### src/rtl/shadow_lut_pkg.sv
// Package: shared types and constants of the shadow-reconfigurable LUT.
// Assumes: the store always holds exactly two contexts.
package shadow_lut_pkg;
    localparam int unsigned NUM_CTX = 2;

    // Sense sequencer state
    typedef enum logic [0:0] {
        SQ_IDLE = 1'b0,
        SQ_LOAD = 1'b1
    } sense_state_e;
endpackage

### src/rtl/shadow_lut_store.sv
// Module: background configuration store with two contexts, bit-wide write port.
// Assumes: contents persist across reset (not cleared); the snapshot output is the
// registered content, so a same-edge write is not seen by a load at that edge.
module shadow_lut_store #(
    parameter int unsigned N_IN = 4,
    localparam int unsigned TBL = 1 << N_IN
) (
    input  logic            clk,
    input  logic            rst_n,
    input  logic            wr_en,
    input  logic            wr_ctx,
    input  logic [N_IN-1:0] wr_addr,
    input  logic            wr_bit,
    input  logic            rd_ctx,
    output logic [TBL-1:0]  snap_o
);
    import shadow_lut_pkg::*;

    logic [TBL-1:0] mem [NUM_CTX];

    // One write process per context, each touching only its own table
    for (genvar c = 0; c < NUM_CTX; c++) begin : g_ctx
        always_ff @(posedge clk) begin
            if (wr_en && (int'(wr_ctx) == c)) begin
                mem[c][wr_addr] <= wr_bit;
            end
        end
    end

    // Snapshot of the selected context, pre-write in the current cycle
    always_comb begin
        snap_o = mem[rd_ctx];
    end


    // a write to context 0 leaves context 1 untouched
    ctx_isolate_chk: assert property (@(posedge clk) disable iff (!rst_n)
        (wr_en && !wr_ctx) |=> $stable(mem[1]));


    // a write to context 1 leaves context 0 untouched
    ctx_isolate_b_chk: assert property (@(posedge clk) disable iff (!rst_n)
        (wr_en && wr_ctx) |=> $stable(mem[0]));
endmodule

### src/rtl/shadow_lut_sense.sv
// Module: sense sequencer. Accepts a strobe when idle, issues a one-cycle load,
// then holds valid low for SENSE_CYC cycles in total.
// Assumes: SENSE_CYC >= 1; strobes during the window are dropped.
module shadow_lut_sense #(
    parameter int unsigned SENSE_CYC = 2,
    localparam int unsigned CW = $clog2(SENSE_CYC + 1)
) (
    input  logic clk,
    input  logic rst_n,
    input  logic sense_i,
    output logic load_o,
    output logic valid_o
);
    import shadow_lut_pkg::*;

    sense_state_e state_q;
    logic [CW-1:0] cnt_q;
    logic          valid_q;

    // Accept a strobe only when no sense is running
    assign load_o  = sense_i && (state_q == SQ_IDLE);
    assign valid_o = valid_q;

    // State, window counter and valid flag
    always_ff @(posedge clk) begin
        if (!rst_n) begin
            state_q <= SQ_IDLE;
            cnt_q   <= '0;
            valid_q <= 1'b0;
        end else begin
            case (state_q)
                SQ_IDLE: begin
                    if (load_o) begin
                        state_q <= SQ_LOAD;
                        cnt_q   <= CW'(SENSE_CYC - 1);
                        valid_q <= 1'b0;
                    end
                end
                default: begin
                    if (cnt_q == '0) begin
                        state_q <= SQ_IDLE;
                        valid_q <= 1'b1;
                    end else begin
                        cnt_q <= cnt_q - 1'b1;
                    end
                end
            endcase
        end
    end


    // valid is low in the cycle after a load is issued
    valid_drop_chk: assert property (@(posedge clk) disable iff (!rst_n)
        load_o |=> !valid_o);


    // loads are never issued on consecutive cycles
    no_reload_chk: assert property (@(posedge clk) disable iff (!rst_n)
        load_o |=> !load_o);


    // valid only rises when a window was running
    valid_rise_chk: assert property (@(posedge clk) disable iff (!rst_n)
        $rose(valid_o) |-> $past(state_q == SQ_LOAD));
endmodule

### src/rtl/shadow_lut_core.sv
// Module: foreground working latch plus multiplexer tree driven by the LUT inputs.
// Assumes: load is a single-cycle pulse; lut_in[0] steers the first tree level.
module shadow_lut_core #(
    parameter int unsigned N_IN = 4,
    localparam int unsigned TBL = 1 << N_IN
) (
    input  logic            clk,
    input  logic            rst_n,
    input  logic            load,
    input  logic [TBL-1:0]  snap,
    input  logic [N_IN-1:0] lut_in,
    output logic            lut_o
);
    logic [TBL-1:0] latch_q;
    logic [TBL-1:0] lvl [N_IN+1];

    // Working latch: cleared at reset, replaced whole on a load
    always_ff @(posedge clk) begin
        if (!rst_n) begin
            latch_q <= '0;
        end else if (load) begin
            latch_q <= snap;
        end
    end

    // Multiplexer tree: each level halves the candidates using one input bit
    always_comb begin
        for (int l = 0; l <= N_IN; l++) lvl[l] = '0;
        lvl[0] = latch_q;
        for (int l = 0; l < N_IN; l++) begin
            for (int i = 0; i < (TBL >> (l + 1)); i++) begin
                lvl[l+1][i] = lut_in[l] ? lvl[l][2*i+1] : lvl[l][2*i];
            end
        end
    end

    assign lut_o = lvl[N_IN][0];


    // without a load the latch keeps its contents
    latch_hold_chk: assert property (@(posedge clk) disable iff (!rst_n)
        !load |=> $stable(latch_q));


    // a load copies the whole store snapshot in one step
    latch_fill_chk: assert property (@(posedge clk) disable iff (!rst_n)
        load |=> (latch_q == $past(snap)));
endmodule

### src/rtl/shadow_lut.sv
// Module: top of the shadow-reconfigurable LUT. Ties the store, sequencer and
// latch/mux core together.
// Assumes: ctx_sel is sampled with the accepted sense strobe.
module shadow_lut #(
    parameter int unsigned N_IN      = 4,
    parameter int unsigned SENSE_CYC = 2
) (
    input  logic            clk,
    input  logic            rst_n,
    input  logic [N_IN-1:0] lut_in,
    output logic            lut_o,
    input  logic            cfg_we,
    input  logic            cfg_ctx,
    input  logic [N_IN-1:0] cfg_addr,
    input  logic            cfg_data,
    input  logic            ctx_sel,
    input  logic            sense_i,
    output logic            valid_o
);
    localparam int unsigned TBL = 1 << N_IN;

    logic [TBL-1:0] snap;
    logic           load;

    shadow_lut_store #(.N_IN(N_IN)) u_store (
        .clk     (clk),
        .rst_n   (rst_n),
        .wr_en   (cfg_we),
        .wr_ctx  (cfg_ctx),
        .wr_addr (cfg_addr),
        .wr_bit  (cfg_data),
        .rd_ctx  (ctx_sel),
        .snap_o  (snap)
    );

    shadow_lut_sense #(.SENSE_CYC(SENSE_CYC)) u_sense (
        .clk     (clk),
        .rst_n   (rst_n),
        .sense_i (sense_i),
        .load_o  (load),
        .valid_o (valid_o)
    );

    shadow_lut_core #(.N_IN(N_IN)) u_core (
        .clk    (clk),
        .rst_n  (rst_n),
        .load   (load),
        .snap   (snap),
        .lut_in (lut_in),
        .lut_o  (lut_o)
    );


    // valid stays low in the first cycle after reset is released
    reset_valid_chk: assert property (@(posedge clk)
        (rst_n && $past(!rst_n)) |-> !valid_o);
endmodule

### config.mk
export PLATFORM = sky130hd
export DESIGN_NAME = shadow_lut
export DESIGN_NICKNAME = d
export VERILOG_FILES = /design/src/rtl/shadow_lut_pkg.sv /design/src/rtl/shadow_lut_store.sv /design/src/rtl/shadow_lut_sense.sv /design/src/rtl/shadow_lut_core.sv /design/src/rtl/shadow_lut.sv
export SDC_FILE = /design/constraint.sdc
export NUM_CORES = 1
export LEC_CHECK = 0
export ABC_AREA = 1
export BUFFER_PORTS_ARGS = -buffer_cell sky130_fd_sc_hd__buf_2
export CORE_UTILIZATION = 40
export DETAILED_ROUTE_END_ITERATION = 8
export GPL_TIMING_DRIVEN = 0
export MAX_ROUTING_LAYER = met4
export PLACE_DENSITY = 0.57
export SYNTH_ARGS = -nofsm -noshare
export SYNTH_HDL_FRONTEND = slang
export SYNTH_SLANG_ARGS = --single-unit
### constraint.sdc
create_clock -name clk -period 1.44 [get_ports clk]
set_input_delay 0.072 -clock clk [delete_from_list [all_inputs] [get_ports clk]]
set_output_delay 0.072 -clock clk [all_outputs]
set_load 0.03 [all_outputs]
* After elaboration in Yosys (flattened, before gate mapping)
Memories as Yosys holds them, arrays and structs flattened. A register that Yosys moved wholly into a read port is not among the register bits.
Cells that the tools add are included.
** Cells by class
- Bitwise gates (word level) :: 2
- Reductions and logical operators :: 10
- Add/sub/neg operators :: 1
- Order comparisons :: 2
- Muxes and demuxes :: 33
- Equality and inequality tests :: 2
** Operator list (number)
- 2-to-1 mux 16 bit :: 4
- 2-to-1 mux 1 bit :: 25
- OR reduction 16 bit :: 1
- 2-to-1 mux 2 bit :: 3
- less-than comparator 4 x 5 -> 1 bit, second input constant :: 1
- demux 1 bit (select 4 bit) :: 1
- greater-or-equal comparator 4 x 1 -> 1 bit, second input constant :: 1
- logical AND 1 bit :: 4
- inequality test 2 bit, second input constant :: 2
- AND reduction 2 bit :: 2
- logical NOT 2 bit :: 1
- inverter 1 bit :: 2
- nonzero test 2 bit :: 1
- subtractor 2 x 1 -> 2 bit, second input constant :: 1
- logical NOT 1 bit :: 1
** Word-level totals
- Bits of input ports :: 15
- Memories :: 1
- Flip-flop bits (word level) :: 4
- Bits in writable memories :: 32
** Memories
- u_store.mem :: depth 2, bits a word 16, rd ports 1, clocked after memory_dff 1, write ports 1, RTL line shadow_lut_store.sv:19 : logic [TBL-1:0] mem [NUM_CTX];

* Depth between registers and ports, before layout
Gate-level depths: netlist (run 1).
- Word-level depth :: 7
- Mapped depth :: 7
- Depth with buffers taken out :: 7

* Hierarchy
Synthesis (run 1) repeated with hierarchy kept, for this count alone.
** Unflattened totals
- Cell total of the unflattened synthesis :: 279
- Area total of the unflattened synthesis :: 2362.3 sq um
** By module, submodules not included
- shadow_lut_store :: area an instance 1442.6 sq um, sequential area each 960.9 sq um, cells an instance 150, times used 1
- shadow_lut_core :: area an instance 723.2 sq um, sequential area each 320.3 sq um, cells an instance 105, times used 1
- shadow_lut_sense :: area an instance 196.4 sq um, sequential area each 80.1 sq um, cells an instance 24, times used 1

* Least setup slack after synthesis (run 1)
Ideal clock, no wire load.
- Path type :: register to register
- From :: reg u_sense.cnt_q[0]
- To :: reg u_sense.cnt_q[1]
- Library setup time :: 0.066 ns
- Data arrival time :: 1.091 ns
- Path slack :: 0.283 ns
- Path buffers :: 0
- Cell stages (with the launch flop) :: 6
- Required time :: 1.374 ns
- Cell sequence :: dfxtp_1 inv_1 ha_1 or2_1 or2_1 a21oi_2
** On the way
- Longest elaborated chain between the ends :: 3
** Ends and longest elaborated chain
- start, declared :: RTL line shadow_lut_sense.sv:17 : logic [CW-1:0] cnt_q;
- start signal, assigned :: RTL line shadow_lut_sense.sv:35 : cnt_q <= CW'(SENSE_CYC - 1);
- start signal, assigned :: RTL line shadow_lut_sense.sv:44 : cnt_q <= cnt_q - 1'b1;
- subtractor 2 x 1 -> 2 bit / logical NOT 2 bit (equally long branches) :: RTL line shadow_lut_sense.sv:44, shadow_lut_sense.sv:40
- 2-to-1 mux 2 bit / inequality test 2 bit (equally long branches)
- 2-to-1 mux 2 bit / AND reduction 2 bit (equally long branches)
Several ways; a longest one is shown, not always the timed one. The select of a mux whose other input is x is not followed.
A chain may end at the register's enable or synchronous reset.

* Final worst setup path (run 1)
- From :: reg u_core.latch_q[8], read port of u_store.mem
- To :: out lut_o
** On the way
- Longest elaborated chain between the ends :: 4
** Ends and longest elaborated chain
- start, declared :: RTL line shadow_lut_core.sv:14 : logic [TBL-1:0] latch_q;
- 2-to-1 mux 1 bit (4 in series) :: RTL line shadow_lut_core.sv:32 : lvl[l+1][i] = lut_in[l] ? lvl[l][2*i+1] : lvl[l][2*i];
- end, declared :: RTL line shadow_lut.sv:11 : output logic lut_o,
Every way passes these cells.

==> results.py, run 1 <==
metrics = {
    "grt": {
        "grtUsageTotal": 0.150,
        "grt_first_pass_wirelength_um": 6480,
        "grt_start_max_net_pins": 33,
        "antenna_found_initial": 0,
        "globalRoute.totalOverflow": 0,
        "grt_pass1_vias": 1379,
    },
    "critical_path": {
        "cp.required_ns": 1.37,
        "start_kind": "flop",
        "crit_type": "reg -> out",
        "path_max_fanout": 2,
        "endpoint_kind": "output pin",
        "worstPathArrival_ns": 1.20,
    },
    "sta": {
        "finalSetupViolCount": 0,
        "hold_ws_ns": 0.0554,
        "skew_ns": 0.00940,
        "worst_pin_slew_ns": 0.480,
        "slew_headroom": 0.680,
        "period_share": 0.886,
        "rsz0062_at_grt": "false",
        "max_freq_mhz": 784,
        "fin_tns_setup_ns": 0,
        "fin_crit_ns": 1.28,
        "slew_violations": 0,
        "finalHoldViolCount": 0,
    },
    "pwr": {
        "p_total_uw": 2720,
        "ir_drop_mv": 0.622,
        "power.leakage_uw": 0.000997,
        "power_density_mw_per_mm2": 1100,
    },
    "route": {
        "routedWlPerCell_um": 12.4,
        "vias_per_cell": 4.77,
        "drt_wl_total_um": 3950,
        "drtIter0Drc": 74,
        "drc": 0,
        "ant_nets": 0,
        "first_pass_iters": 4,
        "num_vias": 1523,
    },
    "cells_and_area": {
        "final_cell_mix": "40 x nand2_1, 40 x nor2_1, 32 x inv_1, 32 x edfxtp_1, 20 x dfxtp_1",
        "antenna-diode-count": 0,
        "drive_gt1_frac": 0.129,
        "nNetsFinal": 264,
        "finish.utilization": 0.472,
        "syn_to_final_growth_pct": 11.1,
    },
    "floorplanning": {
        "die_x_um": 76.6,
        "die_area_mm2": 0.00586,
        "fp-row-count": 26,
        "io_pins": 17,
        "coreArea_mm2": 0.00524,
        "die_y_um": 76.6,
        "start_util": 0.425,
    },
    "clock_network": {
        "clk_path_buf_depth": 2,
        "clockRootBuffer": "clkbuf_8",
        "cts_made_buffers": 5,
        "post-cts-setup-buffers": 0,
        "postCtsHoldBufs": 0,
        "cts.repair.resized": 0,
        "cts_tree": "built",
        "htreeDepth": 2,
        "clkLatencyLatePin_ns": 0.30,
        "cts.sinks": 52,
        "clk_pin_slew_ns": 0.09,
    },
    "placement": {
        "portBuffers": 14,
        "dp_hpwl_um": 2770,
        "place_congestion": 0.780,
    },
    "synth": {
        "syn-num-nets": 243,
        "ys_seq_area_frac": 0.612,
        "synth.distinct_cells": 18,
        "synth_warnings": 0,
        "synth_area_per_cell_um2": 9.79,
        "synth_area_mm2": 0.00222,
        "ys_ff_latch": 52,
        "synthCells": 227,
    },
    "worst_hold_path": {
        "hp-class": "in -> reg",
    },
    "status": {
        "status": "completed",
    },
    "run": {
        "cap_violations": 0,
    },
}
metal layers:
metal  GRT usage  share of wire  wire length, µm  vias to the layer above
met3      0.0347          0.035              137                        8
met2       0.234           0.45             1790                       26
li1            -              -                -                      792
met1       0.186           0.49             1950                      697
met5           -              0                0                        -
met4      0.0635          0.017               69                        0
report_power, final:
group / switching [µW] / internal, µW / total (µW)
clock: 474 / 346 / 820
combinational: 176 / 92.9 / 269
sequential: 11.3 / 1620 / 1630
total: 661 / 2060 / 2720
sequential cells by signal, indices dropped and copies added (netlist names):
register,count
u_store.mem,32
u_sense.cnt_q,2
u_sense.state_q,1
u_sense.valid_o,1
u_core.latch_q,16
final timing paths:
| check | slack (ns) | startpoint | endpoint | cells past startpoint |
|---|---|---|---|---|
| setup / recovery | 0.16 | u_core.latch_q[8]$_SDFFE_PN0P_ | lut_o | 7 |
| hold / removal | 0.06 | rst_n | u_sense.cnt_q[1]$_SDFFE_PN0P_ | 3 |
| setup reg to reg | 0.19 | u_sense.cnt_q[0]$_SDFFE_PN0P_ | u_sense.cnt_q[1]$_SDFFE_PN0P_ | 5 |
| hold reg to reg | 0.48 | u_sense.valid_o$_SDFFE_PN0P_ | u_sense.valid_o$_SDFFE_PN0P_ | 2 |
critical path, cell delays in order (launching register included):
cell     delay, ns
dfxtp_1       0.33
inv_1         0.06
nand2_1       0.05
nand3_1       0.06
nand3_1       0.08
nand3_1       0.07
nand2_1       0.06
buf_2         0.19
through the flow:
| stage | instances | instance area [µm²] | worst slack (ns) |
|---|---|---|---|
| 5_1_grt | 319 | 2470 | 0.0372 |
| 2_1_floorplan | 227 | 2220 | 0.283 |
| 6_report | 319 | 2470 | 0.164 |
| 4_1_cts | 319 | 2470 | 0.154 |
| 3_3_place_gp | 311 | 2380 | 0.213 |
| 3_5_place_dp | 311 | 2380 | 0.216 |
synthesized netlist by cell type:
cell type | number | area [µm²]
a21oi_1 | 2 | 10.0
a21oi_2 | 1 | 8.76
buf_2 | 4 | 20.0
buf_4 | 2 | 15.0
buf_6 | 1 | 11.3
dfxtp_1 | 20 | 400
edfxtp_1 | 32 | 961
ha_1 | 1 | 12.5
inv_1 | 32 | 120
inv_2 | 1 | 3.75
mux2i_1 | 16 | 160
nand2_1 | 40 | 150
nand2_2 | 2 | 12.5
nand3_1 | 14 | 70.1
nor2_1 | 40 | 150
o21ai_0 | 1 | 5.00
o22ai_1 | 16 | 100
or2_1 | 2 | 12.5
cell type report:
class,count,area [µm²]
inverters,33,124
multi-input cells,135,692
repair buffers,14,70.1
flip-flops and latches,52,1360
plain buffers,7,46.3
fillers,540,2770
clock inverters,2,16.3
well taps,70,87.6
clock buffers,6,72.6
cell families after synthesis:
logic type	Yosys count	synth area share
AO/OA/AOI/OAI	20	0.0557
buffers and inverters	40	0.0765
multiplexers	16	0.0720
adder cells (fa/ha/maj)	1	0.00563
AND/OR/NAND/NOR	98	0.178
flip-flops	52	0.612
Power figures use the tool's default switching activity.
==> inputs of run 2 (changes only) <==
--- a/config.mk
+++ b/config.mk
@@ -14,4 +14,5 @@
 export PLACE_DENSITY = 0.57
 export SYNTH_ARGS = -nofsm -noshare
 export SYNTH_HDL_FRONTEND = slang
+export SYNTH_HIERARCHICAL = 1
 export SYNTH_SLANG_ARGS = --single-unit
==> run 2 against run 1 <==
Critical path depth stayed put. Register-to-register slack better by 0.03 ns. Utilization is 0.39 points lower. Hold slack better by 0.011 ns. Area after synthesis is 6.2% higher. Critical endpoint unchanged. Largest cell class unchanged. Largest power group unchanged.
==> results.py, run 2 <==
metrics = {
    "cells_and_area": {
        "finalInstanceArea_mm2": 0.00262,
        "drive_gt1_frac": 0.139,
        "top_register": "u_store/mem",
        "fill_cells": 578,
        "nNetsFinal": 319,
        "final_cell_mix": "54 x nand2_1, 47 x inv_1, 40 x nor2_1",
        "largest_register_ffs": 32,
        "final_common_cell": "nand2_1",
        "syn_to_final_growth_pct": 11.0,
        "reg_top3": "u_store/mem x32, u_core/latch_q x16, u_sense/cnt_q x2",
        "antenna-diode-count": 0,
    },
    "route": {
        "ant_nets": 0,
        "drtIter0Drc": 80,
        "drc": 0,
        "vias_per_cell": 4.65,
        "num_vias": 1744,
        "first_pass_iters": 4,
        "routedWlPerCell_um": 11.8,
        "drt_wl_total_um": 4430,
    },
    "critical_path": {
        "start_kind": "flop",
        "cp_slowest_stage_delay_ns": 0.32,
        "cp_slowest_cell": "dfxtp_1",
        "critical-path-top-delay-family": "flip-flops",
        "critPathLaunch": "u_core/latch_q[2]$_SDFFE_PN0P_",
        "path_max_fanout": 2,
        "cp.required_ns": 1.37,
        "crit_type": "reg -> out",
        "r2r-start": "u_sense/state_q$_SDFF_PN0_",
        "endpoint_kind": "output pin",
        "worstPathArrival_ns": 1.23,
        "cp_num_buf_inv": 2,
        "crit_chain": "inv_1 -> o21ai_1 -> nand2_1 -> nand3_1 -> nand3_1 -> nand2_1 -> buf_2",
    },
    "clock_network": {
        "clockRootBuffer": "clkbuf_8",
        "clkLatencyLatePin_ns": 0.31,
        "clk_path_buf_depth": 2,
        "clk_pin_slew_ns": 0.09,
        "post-cts-setup-buffers": 0,
        "cts.sinks": 52,
        "cts.repair.resized": 0,
        "postCtsHoldBufs": 0,
        "htreeDepth": 2,
        "cts_tree": "built",
        "cts_made_buffers": 5,
    },
    "worst_hold_path": {
        "hp-class": "in -> reg",
        "hold_start": "rst_n",
    },
    "pwr": {
        "p_total_uw": 2790,
        "p_sw_uw": 716,
        "combPwrFrac": 0.110,
        "p_sw_frac": 0.256,
        "seqPwrFrac": 0.590,
        "power_density_mw_per_mm2": 1060,
        "power.leakage_uw": 0.00110,
        "ir_drop_mv": 0.523,
        "clkPwrFrac": 0.300,
        "p_int_uw": 2080,
    },
    "synth": {
        "synth_top_family_by_area": "simple AND/OR/NAND/NOR gates",
        "synth_common_cells": "54 x nand2_1, 47 x inv_1, 40 x nor2_1, 33 x o21ai_0, 32 x edfxtp_1",
        "synth_compound_area_frac": 0.110,
        "yosysTopAreaCell": "edfxtp_1",
        "synth_flop_cell": "edfxtp_1",
        "async_flop_share": 0,
        "synthCells": 279,
        "synth_simple_gate_area_frac": 0.202,
        "synthXorXnorAreaFrac": 0,
        "syn-num-nets": 296,
        "synth_area_mm2": 0.00236,
        "yosysMostFrequentCell": "nand2_1",
        "synth.distinct_cells": 21,
        "synth_area_per_cell_um2": 8.47,
        "ys_ff_latch": 52,
        "synth_area_leaders": "edfxtp_1 41%, dfxtp_1 17%, nand2_1 8.6%",
        "synthAdderAreaFrac": 0.0106,
        "synth_top_area_frac": 0.407,
        "synth_edf_count": 32,
        "ys_seq_area_frac": 0.576,
        "synth_warnings": 6,
        "muxShareOfSynthArea": 0,
    },
    "floorplanning": {
        "die_area_mm2": 0.00622,
        "fp-row-count": 27,
        "die_x_um": 78.9,
        "die_y_um": 78.9,
        "start_util": 0.421,
        "io_pins": 17,
        "coreArea_mm2": 0.00561,
    },
    "status": {
        "status": "completed",
    },
    "sta": {
        "period_share": 0.907,
        "fin_crit_ns": 1.31,
        "skew_ns": 0.0135,
        "rsz0062_at_grt": "false",
        "slew_violations": 0,
        "slew_headroom": 0.674,
        "hold_ws_ns": 0.0660,
        "finalHoldViolCount": 0,
        "finalSetupViolCount": 0,
        "fin_tns_setup_ns": 0,
        "worst_slack_ns": 0.133,
        "max_freq_mhz": 765,
        "worst_pin_slew_ns": 0.488,
    },
    "grt": {
        "grt_util_met2": 0.267,
        "antenna_found_initial": 0,
        "grtUsageMet3": 0.0345,
        "grt_pass1_vias": 1663,
        "grt_first_pass_wirelength_um": 7580,
        "globalRouteMet1Util": 0.209,
        "top_usage_layer": "met2",
        "grt_start_max_net_pins": 33,
        "globalRoute.totalOverflow": 0,
        "grtUsageTotal": 0.166,
    },
    "placement": {
        "place_ws_ns": 0.149,
        "dpl_cell_area_mm2": 0.00253,
        "place_congestion": 0.742,
        "portBuffers": 16,
        "dp_hpwl_um": 3100,
    },
    "run": {
        "cap_violations": 0,
    },
}
-- run 2: cell count changes after synthesis, moves of 2 or more --
cell	change
a21oi_1	+15
or2_1	-2
o22ai_1	-16
nand2_1	+14
buf_2	+2
o21ai_1	+2
o21ai_0	+32
nand3_1	-2
mux2i_1	-16
inv_1	+15
nor2_2	+4
-- run 2: final cells by class --
type / instances / area (µm²) / area share
buffer: 10 / 58.8 / 0.0224
clock buffer: 6 / 72.6 / 0.0277
clock inverter: 2 / 16.3 / 0.00620
inverter: 48 / 180 / 0.0687
multi-input combinational: 169 / 763 / 0.291
sequential: 52 / 1360 / 0.519
tap: 72 / 90.1 / 0.0344
timing repair buffer: 16 / 80.1 / 0.0305
-- run 2: tightest hold or removal path, stage by stage --
cell,delay (ns)
buf_2,0.14
o21ai_0,0.08
a21oi_1,0.04
-- run 2: stage by stage --
step,utilization,cells
global route,0.468,375
finish,0.468,375
detailed placement,0.452,367
CTS,0.467,375
floorplan,-,279
global placement,0.452,367
-- run 2: layer usage --
| metal | vias to the layer above | wire length, µm |
|---|---|---|
| met5 | - | 0 |
| met1 | 761 | 2240 |
| met4 | 0 | 59 |
| li1 | 928 | - |
| met2 | 49 | 1940 |
| met3 | 6 | 182 |
-- run 2: power by group through the flow --
stage / logic [µW] / registers (µW) / clock network [µW]
after global routing: 359 / 1650 / 896
after CTS: 308 / 1650 / 843
after floorplan: 202 / 1680 / 0
after global placement: 304 / 1680 / 0
final: 307 / 1650 / 839
after detailed placement: 307 / 1680 / 0
-- run 2: cell families (layout without fill, tap and decap cells) --
family          after synthesis  after routing
compound gates               52             52
fa+ha+maj                     2              2
simple gates                115            115
buf+inv                      58             82
flops                        52             52
-- run 2: path summary, 6_finish.rpt --
kind / end / slack, ns / depth (start not counted)
setup / recovery: lut_o / 0.13 / 7
hold / removal: u_core/latch_q[2]$_SDFFE_PN0P_ / 0.07 / 3
setup reg to reg: u_core/latch_q[14]$_SDFFE_PN0P_ / 0.22 / 7
hold reg to reg: u_core/latch_q[12]$_SDFFE_PN0P_ / 0.46 / 2
==> inputs of run 3 (changes only) <==
--- a/config.mk
+++ b/config.mk
@@ -7,7 +7,9 @@
 export LEC_CHECK = 0
 export ABC_AREA = 1
 export BUFFER_PORTS_ARGS = -buffer_cell sky130_fd_sc_hd__buf_2
+export CORE_MARGIN = 1
 export CORE_UTILIZATION = 40
+export CTS_CLUSTER_SIZE = 8
 export DETAILED_ROUTE_END_ITERATION = 8
 export GPL_TIMING_DRIVEN = 0
 export MAX_ROUTING_LAYER = met4
==> constraint.sdc (replaced) <==
create_clock -name clk -period 1.56 [get_ports clk]
set_input_delay 0.078 -clock clk [delete_from_list [all_inputs] [get_ports clk]]
set_output_delay 0.078 -clock clk [all_outputs]
set_load 0.03 [all_outputs]
==> run 3 against run 2 <==
Clock power fell by 7.9%. Final area about the same. Register-to-register slack improved by 0.03 ns. Wire length fell by 0.27%. Sequential power fell by 8%. Flip-flop and latch count stayed put. Combinational power shrank 7.8%. First-iteration DRC count is 15% higher. Critical path depth did not move. Global-route usage unchanged. Count of clock-buffer cells in the layout is the same. Hold slack better by 0.0081 ns. Largest cell class unchanged. Largest power group unchanged.
==> results.py, run 3 (synthesized netlist as in run 2, its figures left out) <==
metrics = {
    "sta": {
        "worst_pin_slew_ns": 0.489,
        "finalSetupViolCount": 0,
        "rsz0062_at_grt": "false",
        "period_share": 0.840,
        "max_freq_mhz": 763,
        "fin_tns_setup_ns": 0,
        "finalHoldViolCount": 0,
        "slew_headroom": 0.674,
        "slew_violations": 0,
        "skew_ns": 0.0139,
        "fin_crit_ns": 1.31,
    },
    "route": {
        "vias_per_cell": 4.64,
        "ant_nets": 0,
        "drc": 0,
        "first_pass_iters": 5,
        "num_vias": 1739,
        "drt_wl_total_um": 4410,
        "routedWlPerCell_um": 11.8,
        "drtIter0Drc": 92,
    },
    "critical_path": {
        "cp_slowest_stage_delay_ns": 0.32,
        "endpoint_kind": "output pin",
        "critPathLaunch": "u_core/latch_q[2]$_SDFFE_PN0P_",
        "cp.required_ns": 1.48,
        "reg2reg_depth": 6,
        "r2r-start": "u_sense/state_q$_SDFF_PN0_",
        "critical-path-top-delay-family": "flip-flops",
        "worstPathArrival_ns": 1.23,
        "rr_endpoint": "u_core/latch_q[8]$_SDFFE_PN0P_",
        "crit_type": "reg -> out",
        "cp_slowest_cell": "dfxtp_1",
        "endpoint": "lut_o",
        "r2r_setup_slack_ns": 0.25,
        "cp_num_buf_inv": 2,
        "start_kind": "flop",
        "path_max_fanout": 2,
        "crit_chain": "inv_1 -> o21ai_1 -> nand2_1 -> nand3_1 -> nand3_1 -> nand2_1 -> buf_2",
        "worst-path-stages": 7,
    },
    "grt": {
        "antenna_found_initial": 0,
        "grt_pass1_vias": 1663,
        "grt_first_pass_wirelength_um": 7580,
        "globalRoute.totalOverflow": 0,
        "grtUsageTotal": 0.166,
        "grt_start_max_net_pins": 33,
    },
    "floorplanning": {
        "die_area_mm2": 0.00622,
        "coreArea_mm2": 0.00561,
        "io_pins": 17,
        "start_util": 0.421,
        "fp-row-count": 27,
        "die_y_um": 78.9,
        "die_x_um": 78.9,
    },
    "cells_and_area": {
        "top_register": "u_store/mem",
        "fill_cells": 579,
        "nNetsFinal": 319,
        "final_common_cell": "nand2_1",
        "final_cell_mix": "54 x nand2_1, 47 x inv_1, 40 x nor2_1",
        "antenna-diode-count": 0,
        "multi_input_area_um2": 763,
        "seqCellArea_mm2": 0.00136,
        "drive_gt1_frac": 0.135,
        "reg_top3": "u_store/mem x32, u_core/latch_q x16, u_sense/cnt_q x2",
        "largest_register_ffs": 32,
        "syn_to_final_growth_pct": 11.0,
    },
    "pwr": {
        "power.leakage_uw": 0.00109,
        "p_total_uw": 2580,
        "ir_drop_mv": 0.482,
        "power_density_mw_per_mm2": 983,
    },
    "placement": {
        "dp_hpwl_um": 3100,
        "portBuffers": 16,
        "place_congestion": 0.742,
    },
    "clock_network": {
        "clk_pin_slew_ns": 0.09,
        "clk_path_buf_depth": 2,
        "clkLatencyLatePin_ns": 0.31,
        "postCtsHoldBufs": 0,
        "clockRootBuffer": "clkbuf_8",
        "cts.repair.resized": 0,
        "cts.sinks": 52,
        "htreeDepth": 2,
        "cts_made_buffers": 5,
        "post-cts-setup-buffers": 0,
        "cts_tree": "built",
    },
    "worst_hold_path": {
        "hp-class": "in -> reg",
    },
    "status": {
        "status": "completed",
    },
    "run": {
        "cap_violations": 0,
    },
}
run 3: changes by cell type in the layout (fill, tap and decap cells not counted):
| cell | delta |
|---|---|
| clkbuf_1 | +1 |
| clkbuf_2 | -1 |
run 3: final cells by class:
type                    instances  area share
repair buffers                 16      0.0305
multi-input cells             169       0.291
clock inverters                 2     0.00621
flip-flops and latches         52       0.519
plain buffers                  10      0.0220
well taps                      72      0.0344
clock buffers                   6      0.0277
inverters                      48      0.0687
run 3: through the flow:
stage / hold slack [ns] / instances / instance area [µm²] / utilization / setup WS [ns]
6_report: 0.0742 / 375 / 2620 / 0.467 / 0.249
5_1_grt: 0.0889 / 375 / 2620 / 0.467 / 0.0602
4_1_cts: 0.0675 / 375 / 2620 / 0.467 / 0.221
3_5_place_dp: 0.396 / 367 / 2530 / 0.452 / 0.269
3_3_place_gp: 0.390 / 367 / 2530 / 0.452 / 0.275
2_1_floorplan: 0.177 / 279 / 2360 / - / 0.495
run 3: worst min path at each step:
stage                        start                             end  depth (start not counted)
after global routing       sense_i      u_sense/state_q$_SDFF_PN0_                          3
after CTS                    rst_n  u_core/latch_q[2]$_SDFFE_PN0P_                          3
after detailed placement     rst_n  u_core/latch_q[5]$_SDFFE_PN0P_                          3
after global placement     sense_i      u_sense/state_q$_SDFF_PN0_                          3
after floorplan           cfg_data     u_store/mem[0][0]$_DFFE_PP_                          0
final                        rst_n  u_core/latch_q[2]$_SDFFE_PN0P_                          3
run 3: tightest hold or removal path, stage by stage:
cell and delay [ns]:
buf_2 0.14, o21ai_0 0.08, a21oi_1 0.04
run 3: report_power, final:
part | total [µW] | switching [µW] | internal [µW]
Combinational | 283 | 192 | 91.1
Clock | 773 | 453 | 320
Sequential | 1520 | 15.0 | 1510
Total | 2580 | 660 | 1920
run 3: routing by layer:
layer | share of wire | vias to the layer above | wire (µm) | GRT usage
met5 | 0 | - | 0 | -
met4 | 0.013 | 0 | 59 | 0.0545
met1 | 0.51 | 760 | 2250 | 0.209
li1 | - | 930 | - | -
met3 | 0.035 | 6 | 154 | 0.0345
met2 | 0.44 | 43 | 1950 | 0.267
